File: src/rtl/tw_pkg.sv
package tw_pkg;
    localparam int PORT_W  = 4;
    localparam int DIV_W   = 15;
    localparam int TEST_W  = 5;
    localparam int RS_W    = 2;
    localparam int RATIO_W = 8;

    localparam int LEN_SHORT = PORT_W + DIV_W - 1;
    localparam int LEN_MID   = PORT_W + DIV_W;
    localparam int LEN_LONG  = PORT_W + DIV_W + 1 + RS_W + TEST_W;
    localparam int SR_W      = LEN_LONG;
    localparam int CNT_W     = $clog2(SR_W + 2);

    localparam logic [RATIO_W-1:0] RATIO_64  = RATIO_W'(64);
    localparam logic [RATIO_W-1:0] RATIO_80  = RATIO_W'(80);
    localparam logic [RATIO_W-1:0] RATIO_128 = RATIO_W'(128);

    typedef struct packed {
        logic [PORT_W-1:0]  port;
        logic [DIV_W-1:0]   div;
        logic [RATIO_W-1:0] ratio;
        logic               cp;
        logic [TEST_W-1:0]  test;
    } cfg_t;

    function automatic logic [RATIO_W-1:0] sel_ratio(input logic [RS_W-1:0] code);
        case (code)
            2'b00:   sel_ratio = RATIO_80;
            2'b01:   sel_ratio = RATIO_128;
            default: sel_ratio = RATIO_64;
        endcase
    endfunction
endpackage

File: src/rtl/tw_sync.sv
module tw_sync #(
    parameter int WIDTH  = 3,
    parameter int STAGES = 2
) (
    input  logic             clk,
    input  logic             rst_n,
    input  logic [WIDTH-1:0] async_i,
    output logic [WIDTH-1:0] sync_o
);
    logic [WIDTH-1:0] chain_q [STAGES];
    logic [WIDTH-1:0] chain_d [STAGES];

    always_comb begin
        chain_d[0] = async_i;
        for (int i = 1; i < STAGES; i++) begin
            chain_d[i] = chain_q[i-1];
        end
    end

    generate
        for (genvar g = 0; g < STAGES; g++) begin : g_stage
            always_ff @(posedge clk or negedge rst_n) begin
                if (!rst_n) chain_q[g] <= '0;
                else        chain_q[g] <= chain_d[g];
            end
        end
    endgenerate

    assign sync_o = chain_q[STAGES-1];
endmodule

File: src/rtl/tw_shifter.sv
module tw_shifter
    import tw_pkg::*;
(
    input  logic             clk,
    input  logic             rst_n,
    input  logic             en_s,
    input  logic             sclk_s,
    input  logic             dat_s,
    output logic             frame_end_o,
    output logic [CNT_W-1:0] count_o,
    output logic [SR_W-1:0]  sr_o
);
    localparam logic [CNT_W-1:0] CNT_MAX = CNT_W'(SR_W + 1);

    typedef struct packed {
        logic             en_prev;
        logic             sclk_prev;
        logic [CNT_W-1:0] count;
        logic [SR_W-1:0]  sr;
    } sh_t;

    sh_t st_d, st_q;
    logic bit_take, frame_end;

    always_comb begin
        st_d      = st_q;
        bit_take  = sclk_s && !st_q.sclk_prev && en_s;
        frame_end = !en_s && st_q.en_prev;
        st_d.en_prev   = en_s;
        st_d.sclk_prev = sclk_s;
        if (frame_end) begin
            st_d.count = '0;
        end else if (bit_take) begin
            st_d.sr = {st_q.sr[SR_W-2:0], dat_s};
            if (st_q.count != CNT_MAX) st_d.count = st_q.count + 1'b1;
        end
    end

    always_ff @(posedge clk or negedge rst_n) begin
        if (!rst_n) st_q <= '0;
        else        st_q <= st_d;
    end

    assign frame_end_o = frame_end;
    assign count_o     = st_q.count;
    assign sr_o        = st_q.sr;

    assert_count_bound_R6: assert property (@(posedge clk) disable iff (!rst_n)
        st_q.count <= CNT_MAX);

    assert_idle_no_count_R1: assert property (@(posedge clk) disable iff (!rst_n)
        (!en_s && !st_q.en_prev) |=> $stable(st_q.count));
endmodule

File: src/rtl/tw_decode.sv
module tw_decode
    import tw_pkg::*;
(
    input  logic             clk,
    input  logic             rst_n,
    input  logic             commit_i,
    input  logic [CNT_W-1:0] count_i,
    input  logic [SR_W-1:0]  sr_i,
    output cfg_t             cfg_o,
    output logic             err_o
);
    localparam int SDIV_W = LEN_SHORT - PORT_W;
    localparam logic [CNT_W-1:0] L_SHORT = CNT_W'(LEN_SHORT);
    localparam logic [CNT_W-1:0] L_MID   = CNT_W'(LEN_MID);
    localparam logic [CNT_W-1:0] L_LONG  = CNT_W'(LEN_LONG);
    localparam int CP_POS = TEST_W + RS_W;

    cfg_t cfg_d, cfg_q;
    logic err_d, err_q;

    always_comb begin
        cfg_d = cfg_q;
        err_d = 1'b0;
        if (commit_i) begin
            if (count_i == L_SHORT) begin
                cfg_d.port  = sr_i[LEN_SHORT-1 -: PORT_W];
                cfg_d.div   = DIV_W'(sr_i[SDIV_W-1:0]);
                cfg_d.ratio = RATIO_64;
            end else if (count_i == L_MID) begin
                cfg_d.port  = sr_i[LEN_MID-1 -: PORT_W];
                cfg_d.div   = sr_i[DIV_W-1:0];
                cfg_d.ratio = RATIO_128;
            end else if (count_i == L_LONG) begin
                cfg_d.port  = sr_i[LEN_LONG-1 -: PORT_W];
                cfg_d.div   = sr_i[LEN_LONG-PORT_W-1 -: DIV_W];
                cfg_d.cp    = sr_i[CP_POS];
                cfg_d.ratio = sel_ratio(sr_i[CP_POS-1 -: RS_W]);
                cfg_d.test  = sr_i[TEST_W-1:0];
            end else begin
                err_d = 1'b1;
            end
        end
    end

    always_ff @(posedge clk or negedge rst_n) begin
        if (!rst_n) begin
            cfg_q <= '{port: '0, div: '0, ratio: RATIO_64, cp: 1'b0, test: '0};
            err_q <= 1'b0;
        end else begin
            cfg_q <= cfg_d;
            err_q <= err_d;
        end
    end

    assign cfg_o = cfg_q;
    assign err_o = err_q;

    assert_hold_between_loads_R2: assert property (@(posedge clk) disable iff (!rst_n)
        !commit_i |=> $stable(cfg_q));

    assert_reject_no_change_R6: assert property (@(posedge clk) disable iff (!rst_n)
        err_q |-> $stable(cfg_q));

    assert_err_single_R9: assert property (@(posedge clk) disable iff (!rst_n)
        err_q |=> !err_q);

    assert_ratio_legal_R5: assert property (@(posedge clk) disable iff (!rst_n)
        cfg_q.ratio == RATIO_64 || cfg_q.ratio == RATIO_80 || cfg_q.ratio == RATIO_128);
endmodule

File: src/rtl/tw_cfg_loader.sv
module tw_cfg_loader
    import tw_pkg::*;
#(
    parameter int SYNC_STAGES = 2
) (
    input  logic               clk,
    input  logic               rst_n,
    input  logic               ser_en,
    input  logic               ser_clk,
    input  logic               ser_dat,
    input  logic               pll_lock,
    output logic [PORT_W-1:0]  port_out,
    output logic [DIV_W-1:0]   div_word,
    output logic [RATIO_W-1:0] ref_ratio,
    output logic               cp_high,
    output logic [TEST_W-1:0]  test_ctl,
    output logic               lock_n,
    output logic               frame_error
);
    logic [2:0]       sync_bus;
    logic             frame_end;
    logic [CNT_W-1:0] bit_count;
    logic [SR_W-1:0]  shift_word;
    cfg_t             cfg;
    logic             lock_n_d, lock_n_q;

    tw_sync #(.WIDTH(3), .STAGES(SYNC_STAGES)) sync_i (
        .clk     (clk),
        .rst_n   (rst_n),
        .async_i ({ser_en, ser_clk, ser_dat}),
        .sync_o  (sync_bus)
    );

    tw_shifter shifter_i (
        .clk         (clk),
        .rst_n       (rst_n),
        .en_s        (sync_bus[2]),
        .sclk_s      (sync_bus[1]),
        .dat_s       (sync_bus[0]),
        .frame_end_o (frame_end),
        .count_o     (bit_count),
        .sr_o        (shift_word)
    );

    tw_decode decode_i (
        .clk      (clk),
        .rst_n    (rst_n),
        .commit_i (frame_end),
        .count_i  (bit_count),
        .sr_i     (shift_word),
        .cfg_o    (cfg),
        .err_o    (frame_error)
    );

    always_comb lock_n_d = !pll_lock;

    always_ff @(posedge clk or negedge rst_n) begin
        if (!rst_n) lock_n_q <= 1'b1;
        else        lock_n_q <= lock_n_d;
    end

    assign port_out  = cfg.port;
    assign div_word  = cfg.div;
    assign ref_ratio = cfg.ratio;
    assign cp_high   = cfg.cp;
    assign test_ctl  = cfg.test;
    assign lock_n    = lock_n_q;

    assert_lock_follow_R7: assert property (@(posedge clk) disable iff (!rst_n)
        $past(rst_n) |-> lock_n_q == !$past(pll_lock));
endmodule

File: config.mk
export PLATFORM = sky130hd
export DESIGN_NAME = tw_cfg_loader
export DESIGN_NICKNAME = d
export VERILOG_FILES = /design/src/rtl/tw_pkg.sv /design/src/rtl/tw_sync.sv /design/src/rtl/tw_shifter.sv /design/src/rtl/tw_decode.sv /design/src/rtl/tw_cfg_loader.sv
export SDC_FILE = /design/constraint.sdc
export NUM_CORES = 1
export LEC_CHECK = 0
export ABC_AREA = 1
export BUFFER_PORTS_ARGS = -buffer_cell sky130_fd_sc_hd__buf_2
export CORE_MARGIN = 5
export CORE_UTILIZATION = 52
export DETAILED_ROUTE_END_ITERATION = 16
export MAX_ROUTING_LAYER = met4
export PLACE_DENSITY_LB_ADDON = 0.12
export SETUP_SLACK_MARGIN = 0.4
export SYNTH_ARGS = -nofsm -noshare
export SYNTH_HDL_FRONTEND = slang
export SYNTH_SLANG_ARGS = --single-unit
File: constraint.sdc
create_clock -name clk -period 1.4 [get_ports clk]
set_input_delay 0 -clock clk [delete_from_list [all_inputs] [get_ports clk]]
set_output_delay 0 -clock clk [all_outputs]
set_load 0.05 [all_outputs]
==> Word-level counts from Yosys, hierarchy flattened <==
Cells that the tools add are included.
{ "word_totals": {"reg_bits": 75, "inputBits": 6} }
{ "classes": {"add_sub_neg": 1, "n_eq_ne": 5, "n_mux": 11, "n_bitwise": 3, "n_reduce_logical": 14} }
{ "ops": {"columns": ["cell", "count"], "rows": [
  ["$mux 27", 2],
  ["$mux 33", 1],
  ["$mux 32", 1],
  ["$pmux 8 s2", 1],
  ["$eq 5x5->1 const B", 3],
  ["$mux 5", 2],
  ["$reduce_and 2->1", 3],
  ["$add 5x1->5 const B", 1],
  ["$ne 5x5->1 const B", 1],
  ["$mux 1", 4],
  ["$reduce_and 4->1", 1],
  ["$reduce_bool 2->1", 2],
  ["$logic_and 1x1->1", 3],
  ["$logic_not 1->1", 3],
  ["$not 1->1", 3],
  ["$reduce_bool 3->1", 1],
  ["$eq 2x1->1 const B", 1],
  ["$logic_not 2->1", 1]
]} }

==> Logic depth before layout (Yosys ltp) <==
Gate-level depths: netlist of the first run.
{ "depth": {"depth_word": 5, "depth_mapped": 11} }

==> Hierarchy <==
From an unflattened synthesis of the first run, not the netlist that was laid out.
{ "unflattened": {"hier_cells": 401, "area_unflattened_um2": 3405.8} }
{ "modules_own_cells": {"columns": ["module", "instances", "cells_each", "area_per_inst_um2"], "rows": [
  ["tw_shifter", 1, 191, 1637.8],
  ["tw_decode", 1, 202, 1587.8],
  ["tw_sync", 1, 6, 150.1],
  ["tw_cfg_loader", 1, 2, 30.0]
]} }

==> Least setup slack after synthesis of the first run <==
OpenSTA, ideal clock, no wires.
{ "synth_timing": {"path_type": "register to register", "from": "reg shifter_i.st_q (netlist bit shifter_i.count_o[1])", "to": "reg decode_i.cfg_q (netlist bit decode_i.cfg_o[22])", "arrival_ps": 1327, "setup_slack_ps": -44, "stages_incl_launch_ff": 9, "n_path_buf": 1, "cell_sequence": "dfrtp_1 -> ha_1 -> nand2_1 -> inv_2 -> nand2_2 -> buf_2 -> nand3_1 -> nand3_1 -> nand2_1"} }
{ "synth_via": {"elab_chain_cells": 3, "elab_cells_between_ends": 7, "classes_between": "eq/ne (3); mux (2); reduce/logical (2)"} }
{ "synth_lines": {"columns": ["element", "line", "source"], "rows": [
  ["from (decl)", "tw_shifter.sv:22", "sh_t st_d, st_q;"],
  ["from (signal assigned)", "tw_shifter.sv:41", "else st_q <= st_d;"],
  ["$eq 5x5->1 (on tied branches)", "tw_decode.sv:33, tw_decode.sv:25, tw_decode.sv:29", null],
  ["$reduce_bool 3->1 (no source line) or $mux 27 (tied branches)", null, null],
  ["$reduce_and 2->1 (no source line) or $mux 27 (tied branches)", null, null],
  ["to (signal assigned)", "tw_decode.sv:47", "cfg_q <= '{port: '0, div: '0, ratio: RATIO_64, cp: 1'b0, test: '0};"],
  ["to (signal assigned)", "tw_decode.sv:50", "cfg_q <= cfg_d;"],
  ["to (decl)", "tw_decode.sv:18", "cfg_t cfg_d, cfg_q;"]
]} }
Parallel ways exist; a longest one is shown, timed or not.
A chain may end at the register's enable or synchronous reset.

==> Worst setup path in the final report of the first run <==
{ "layout_timing": {"from": "reg shifter_i.st_q (netlist bit shifter_i.count_o[1])", "to": "reg decode_i.cfg_q (netlist bit decode_i.cfg_o[26])"} }
The elaborated chain is that of the path after synthesis.

==> results.yml, run 1 <==
critical_path:
  path_delay_family: "simple AND/OR/NAND/NOR gates"
  path_max_fanout: 15
  cp_slowest_stage_delay_ns: 0.47
  worstSetupPathDepth: 8
  cp-startpoint: "shifter_i.count_o[1]$_DFFE_PN0P_"
  crit_end: "decode_i.cfg_o[26]$_DFFE_PN0P_"
  cp_data_arrival_time_ns: 1.72
  crit_top_cell: "nand3_1"
  cp.required_ns: 1.64
  r2r_slack_ns: -0.08
  rr_worst_depth: 8
  endpoint_kind: "flip-flop"
  crit_buf_inv: 2
  path_class: "reg2reg"
  path_cells: "ha_4 -> nand2_4 -> inv_8 -> nand2_2 -> buf_8 -> nand3_1 -> nand3_1 -> nand2_1"
  start_kind: "flip-flop"
  critPathSlowestCell: "dfrtp_2"
  timing.rr.end: "decode_i.cfg_o[26]$_DFFE_PN0P_"
  worstReg2RegStart: "shifter_i.count_o[1]$_DFFE_PN0P_"
detailed_routing:
  post_drt_wl_per_cell_um: 18.36
  first_pass_iters: 5
  ant_nets: 0
  drt_iter0_drc: 391
  met1_length_mm: 3.938
  vias: 3006
  drc: 0
  wl_met2_mm: 4.712
  vias_per_cell: 5.672
  routed.top_layer: "met4"
  met3WireLength_um: 729
  drt_wl_total_mm: 9.731
grt:
  grt_pass1_wl_mm: 14.81
  grt-ovfl-total: 0
  grt_max_degree: 71
  grt.total_usage: 0.2495
  antenna_found_initial: 0
  first_global_vias: 3056
run_status:
  status: "complete, but fails checks"
  violations: "negative setup slack"
power_and_ir_drop:
  combPwrFrac: 0.121
  ir_drop_mv: 0.6711
  internal_power_mw: 3.324
  p_sw_mw: 1.251
  p_total_mw: 4.575
  switching_share: 0.2735
  p_per_area_nw_per_um2: 949.3
  p_seq_frac: 0.479
  total_leakage_power_nw: 2.400
  power_frac_clock: 0.400
timing:
  clock.fmax_ghz: 0.6751
  finalCritPeriodShare: 1.058
  period_minus_slack_ns: 1.481
  final_max_slew_viol_count: 0
  timing.final.ws_setup_ns: -0.08121
  fin_hold_ws_ns: 0.1786
  rsz0062_at_grt: "yes"
  clock_skew_ns: 0.01232
  setup_viol: 24
  finalHoldViolations: 0
place:
  gp_congestion: 0.7996
  dp_slack_ns: -0.07316
  numPortBuffers: 35
  dpl.hpwl_mm: 4.750
clocking:
  cts_htree_levels: 3
  root_buffer: "clkbuf_8"
  cts_tree: "yes"
  clkTransAtPathRegs_ns: 0.08
  clkLatencyLatePin_ns: 0.35
  cts_buffer_depth: 2
  clock_sinks: 70
  cts_buffers: 9
finish:
  seq_area_um2: 1762
  final_nets: 459
  drive_gt1_frac: 0.4791
  multi_input_area_um2: 1679
  antenna_cells: 0
  final.fill_count: 355
  syn_to_final_growth_pct: 48.21
yosys:
  synthFlopType: "dfrtp_1"
  ys_ff_latch: 70
  avgSynthCellArea_um2: 8.718
  netlist_area_um2: 3252
  synth_cells: 373
  synth_area_leader_cell: "dfrtp_1"
  synthTopCellsByArea: "dfrtp_1 52%, nand2_1 13%, nand3_1 8.8%, o21ai_0 4.2%, inv_1 3.6%"
  ys_top_cells_by_count: "113 x nand2_1, 68 x dfrtp_1, 57 x nand3_1"
  synth_cell_types: 27
  postSynth.asyncResetShare: 1.000
  yosysMostFrequentCell: "nand2_1"
  yosysTopAreaCellShare: 0.5233
  yosysWarnings: 0
  synth_edf_count: 0
  ys_seq_area_frac: 0.5394
die:
  core-area_um2: 5991
  die_area_um2: 7935
  die_height_um: 89.08
  die_w_um: 89.08
  placementRows: 28
  initial_core_util: 0.5428
  top_level_ports: 41
hold_path:
  min_path_type: "in2async"
flow_run:
  cap_viol_max_count: 0
[worst register-to-register path, stage by stage (launching register included)]
cell and delay (ns):
dfrtp_2 0.47, ha_4 0.20, nand2_4 0.10, inv_8 0.06
nand2_2 0.09, buf_8 0.16, nand3_1 0.12, nand3_1 0.12
nand2_1 0.06
[registers in the layout (all words and copies together), names as in the netlist]
register and flops:
sync_i.sync_o 3, decode_i.err_o 1, sync_i.chain_d 3, decode_i.cfg_o 28
lock_n 1, shifter_i.count_o 5, shifter_i.st_q 2, shifter_i.sr_o 27
[kinds of logic (layout without fill, tap and decap cells)]
logic type      after synthesis  count (layout)  share of synthesized area
buf+inv                      57             134                    0.08965
simple gates                196             197                     0.2774
other cells                   1               5                   0.001153
fa+ha+maj                     3               3                    0.01154
flops                        70              70                     0.5394
compound gates               44              44                    0.07542
xor+xnor                      2               2                   0.005388
[routing by layer]
metal,vias to the layer above,global-route usage
met3,46,0.05069
met2,192,0.3845
met4,0,0.1042
met1,1434,0.3223
met5,-,-
li1,1334,-
[area by class of cell]
cell class / instances / share of cell area
repair buffers: 83 / 0.1893
clock buffers: 10 / 0.02648
clock inverters: 6 / 0.01791
repair inverters: 1 / 0.001298
inverters: 34 / 0.03167
well taps: 75 / 0.01947
flip-flops and latches: 70 / 0.3655
multi-input cells: 251 / 0.3484
[power groups by stage]
stage                     combinational, mW  clock, mW  sequential, mW
after floorplan                       0.195          0            2.19
after global placement                0.298          0            2.19
after detailed placement              0.304          0            2.19
after CTS                             0.451       1.82            2.16
after global routing                  0.594       1.94            2.20
final                                 0.554       1.83            2.19
[cells in the final DEF (no fill, tap or decap), types with 9 or more instances in the layout]
cell type / count
nand3_1: 52
nand2_1: 62
o21ai_1: 9
o21ai_2: 25
buf_6: 11
clkbuf_8: 9
nand2_2: 33
clkbuf_4: 9
dfrtp_1: 62
buf_4: 15
buf_2: 23
inv_1: 25
nand2_4: 27
[worst min-delay path by stage]
stage / slack (ns) / cells past startpoint / end / from
3_5_place_dp: 0.05 / 2 / decode_i.cfg_o[32]$_DFFE_PN0P_ / rst_n
2_1_floorplan: -0.30 / 0 / decode_i.cfg_o[0]$_DFFE_PN0P_ / rst_n
3_3_place_gp: 0.06 / 2 / decode_i.err_o$_DFF_PN0_ / rst_n
4_1_cts: 0.22 / 3 / decode_i.cfg_o[32]$_DFFE_PN0P_ / rst_n
6_report: 0.18 / 3 / decode_i.err_o$_DFF_PN0_ / rst_n
5_1_grt: 0.25 / 3 / shifter_i.sr_o[17]$_DFFE_PN0P_ / rst_n
[per-stage QoR]
| step | cell area, um2 | util | setup TNS (ns) | instances |
|---|---|---|---|---|
| finish | 4820 | 0.8045 | -1.131 | 530 |
| global route | 4820 | 0.8045 | -2.501 | 530 |
| CTS | 4378 | 0.7308 | -0.3674 | 523 |
| detailed placement | 3621 | 0.6044 | -0.7729 | 487 |
| global placement | 3621 | 0.6044 | -0.3263 | 487 |
| floorplan | 3351 | - | 0 | 377 |
[timing repair]
item / 4_1_cts / 5_1_grt
pin swaps: 14 / 20
endpoints found under the hold margin: 74 / 0
endpoints found under the setup margin: 62 / 72
resized for setup: 90 / 104
cloned: 9 / 3
hold buffers: 5 / 0
buffers inserted: 6 / 4
Note: power is estimated with default switching activity, not from simulation.
==> run 2: changes to the inputs <==
--- a/config.mk
+++ b/config.mk
@@ -11,8 +11,9 @@
 export CORE_UTILIZATION = 52
 export DETAILED_ROUTE_END_ITERATION = 16
 export MAX_ROUTING_LAYER = met4
-export PLACE_DENSITY_LB_ADDON = 0.12
+export PLACE_DENSITY = 0.8
 export SETUP_SLACK_MARGIN = 0.4
+export SKIP_CTS_REPAIR_TIMING = 1
 export SYNTH_ARGS = -nofsm -noshare
 export SYNTH_HDL_FRONTEND = slang
 export SYNTH_SLANG_ARGS = --single-unit
==> constraint.sdc (replaced) <==
create_clock -name clk -period 1.2 [get_ports clk]
set_input_delay 0 -clock clk [delete_from_list [all_inputs] [get_ports clk]]
set_output_delay 0 -clock clk [all_outputs]
set_load 0.05 [all_outputs]
==> run 2 against run 1 <==
The flow still finishes with violations (negative setup slack). Via count grew 0.90%. Power is 18% higher. Design area is 0.21% lower. Clock skew fell by 0.0033 ns. Sequential share of layout area is essentially flat. Wire length is 0.85% lower. Global-route usage fell by 4.3 points. Die area unchanged. Largest power group unchanged.
==> results.yml, run 2 (same netlist as run 1, synthesis figures left out) <==
timing:
  rsz0062_at_grt: "yes"
  finalCritPeriodShare: 1.256
  finalHoldViolations: 0
  final_max_slew_viol_count: 0
  setup_viol: 34
  period_minus_slack_ns: 1.507
  clock.fmax_ghz: 0.6637
  setup_tns_ns: -7.936
  timing.final.ws_setup_ns: -0.3068
  fin_hold_ws_ns: 0.1861
  clock_skew_ns: 0.009044
place:
  placed_area_um2: 3669
  placed_cells: 490
  dpl.hpwl_mm: 4.760
  gp_congestion: 0.8786
  numPortBuffers: 35
  dp_slack_ns: -0.2919
critical_path:
  cp_data_arrival_time_ns: 1.75
  cp.required_ns: 1.44
  path_max_fanout: 7
  endpoint_kind: "flip-flop"
  critPathSlowestCell: "dfrtp_2"
  path_class: "reg2reg"
  cp_slowest_stage_delay_ns: 0.50
  cp-startpoint: "shifter_i.count_o[2]$_DFFE_PN0P_"
  timing.rr.end: "decode_i.cfg_o[19]$_DFFE_PN0P_"
  path_cells: "inv_1 -> nand3_1 -> nand2_8 -> nand2_8 -> buf_12 -> nand2_1 -> nand2_1"
  start_kind: "flip-flop"
  r2r_slack_ns: -0.31
  worstReg2RegStart: "shifter_i.count_o[2]$_DFFE_PN0P_"
  rr_worst_depth: 7
  crit_end: "decode_i.cfg_o[19]$_DFFE_PN0P_"
die:
  top_level_ports: 41
  die_height_um: 89.08
  core-area_um2: 5991
  initial_core_util: 0.5428
  die_w_um: 89.08
  placementRows: 28
  die_area_um2: 7935
clocking:
  cts_buffers: 9
  clock_sinks: 70
  root_buffer: "clkbuf_8"
  cts_tree: "yes"
  clkTransAtPathRegs_ns: 0.08
  cts_buffer_depth: 2
  cts_htree_levels: 3
  clkLatencyLatePin_ns: 0.36
grt:
  grt.total_usage: 0.2067
  grt_pass1_wl_mm: 12.06
  grt-ovfl-total: 0
  grt_max_degree: 71
  first_global_vias: 2538
  antenna_found_initial: 0
finish:
  largest_reg_flops: 28
  final.fill_count: 358
  drive_gt1_frac: 0.4437
  final_cell_mix: "73 x nand2_1, 64 x dfrtp_1, 53 x nand3_1"
  final_common_cell: "nand2_1"
  stdcell_count: 537
  stdcell_area_um2: 4810
  final_core_util: 0.8028
  syn_to_final_growth_pct: 47.90
  antenna_cells: 0
  final_nets: 466
power_and_ir_drop:
  combPwrFrac: 0.115
  switching_share: 0.2728
  p_total_mw: 5.399
  ir_drop_mv: 0.8864
  p_sw_mw: 1.473
  p_per_area_nw_per_um2: 1123
  total_leakage_power_nw: 2.363
  p_seq_frac: 0.473
  power_frac_clock: 0.412
  internal_power_mw: 3.926
detailed_routing:
  vias: 3033
  first_pass_iters: 6
  post_drt_wl_per_cell_um: 17.97
  vias_per_cell: 5.648
  drt_wl_total_mm: 9.648
  drt_iter0_drc: 264
  ant_nets: 0
  drc: 0
run_status:
  status: "complete, but fails checks"
  violations: "negative setup slack"
hold_path:
  min_path_type: "in2async"
flow_run:
  cap_viol_max_count: 0
-- run 2: worst min-delay path by stage --
stage          start                             to  cells after the start  slack, ns
2_1_floorplan  rst_n  decode_i.cfg_o[0]$_DFFE_PN0P_                      0      -0.30
3_3_place_gp   rst_n    sync_i.chain_d[2]$_DFF_PN0_                      2       0.05
3_5_place_dp   rst_n    sync_i.chain_d[1]$_DFF_PN0_                      2       0.05
4_1_cts        rst_n    sync_i.chain_d[1]$_DFF_PN0_                      2      -0.32
5_1_grt        rst_n    sync_i.chain_d[1]$_DFF_PN0_                      3       0.23
6_report       rst_n    sync_i.chain_d[1]$_DFF_PN0_                      3       0.19
-- run 2: power by group through the flow --
stage | Sequential, mW | Clock, mW | Combinational [mW]
2_1_floorplan | 2.56 | 0 | 0.240
3_3_place_gp | 2.55 | 0 | 0.391
3_5_place_dp | 2.55 | 0 | 0.399
4_1_cts | 2.51 | 2.20 | 0.402
5_1_grt | 2.57 | 2.35 | 0.674
6_report | 2.55 | 2.22 | 0.621
-- run 2: final cells by class --
cell class | count | area (um2) | area share
clock buffer | 10 | 137.6 | 0.02862
clock inverter | 6 | 92.59 | 0.01925
inverter | 34 | 147.6 | 0.03070
multi-input combinational | 251 | 1569 | 0.3262
sequential | 70 | 1759 | 0.3658
tap | 75 | 93.84 | 0.01951
timing repair buffer | 91 | 1010 | 0.2099
-- run 2: worst max-delay path, delay by kind of cell (launching register included) --
family	cells	cell delay, ns
buffers and inverters	2	0.30
flip-flops	1	0.50
AND/OR/NAND/NOR	5	0.60
-- run 2: per-layer routing --
metal,wire length [um],global-route usage
met1,3798,0.2805
met2,4726,0.2914
met3,705,0.03871
met4,417,0.1150
met5,0,-
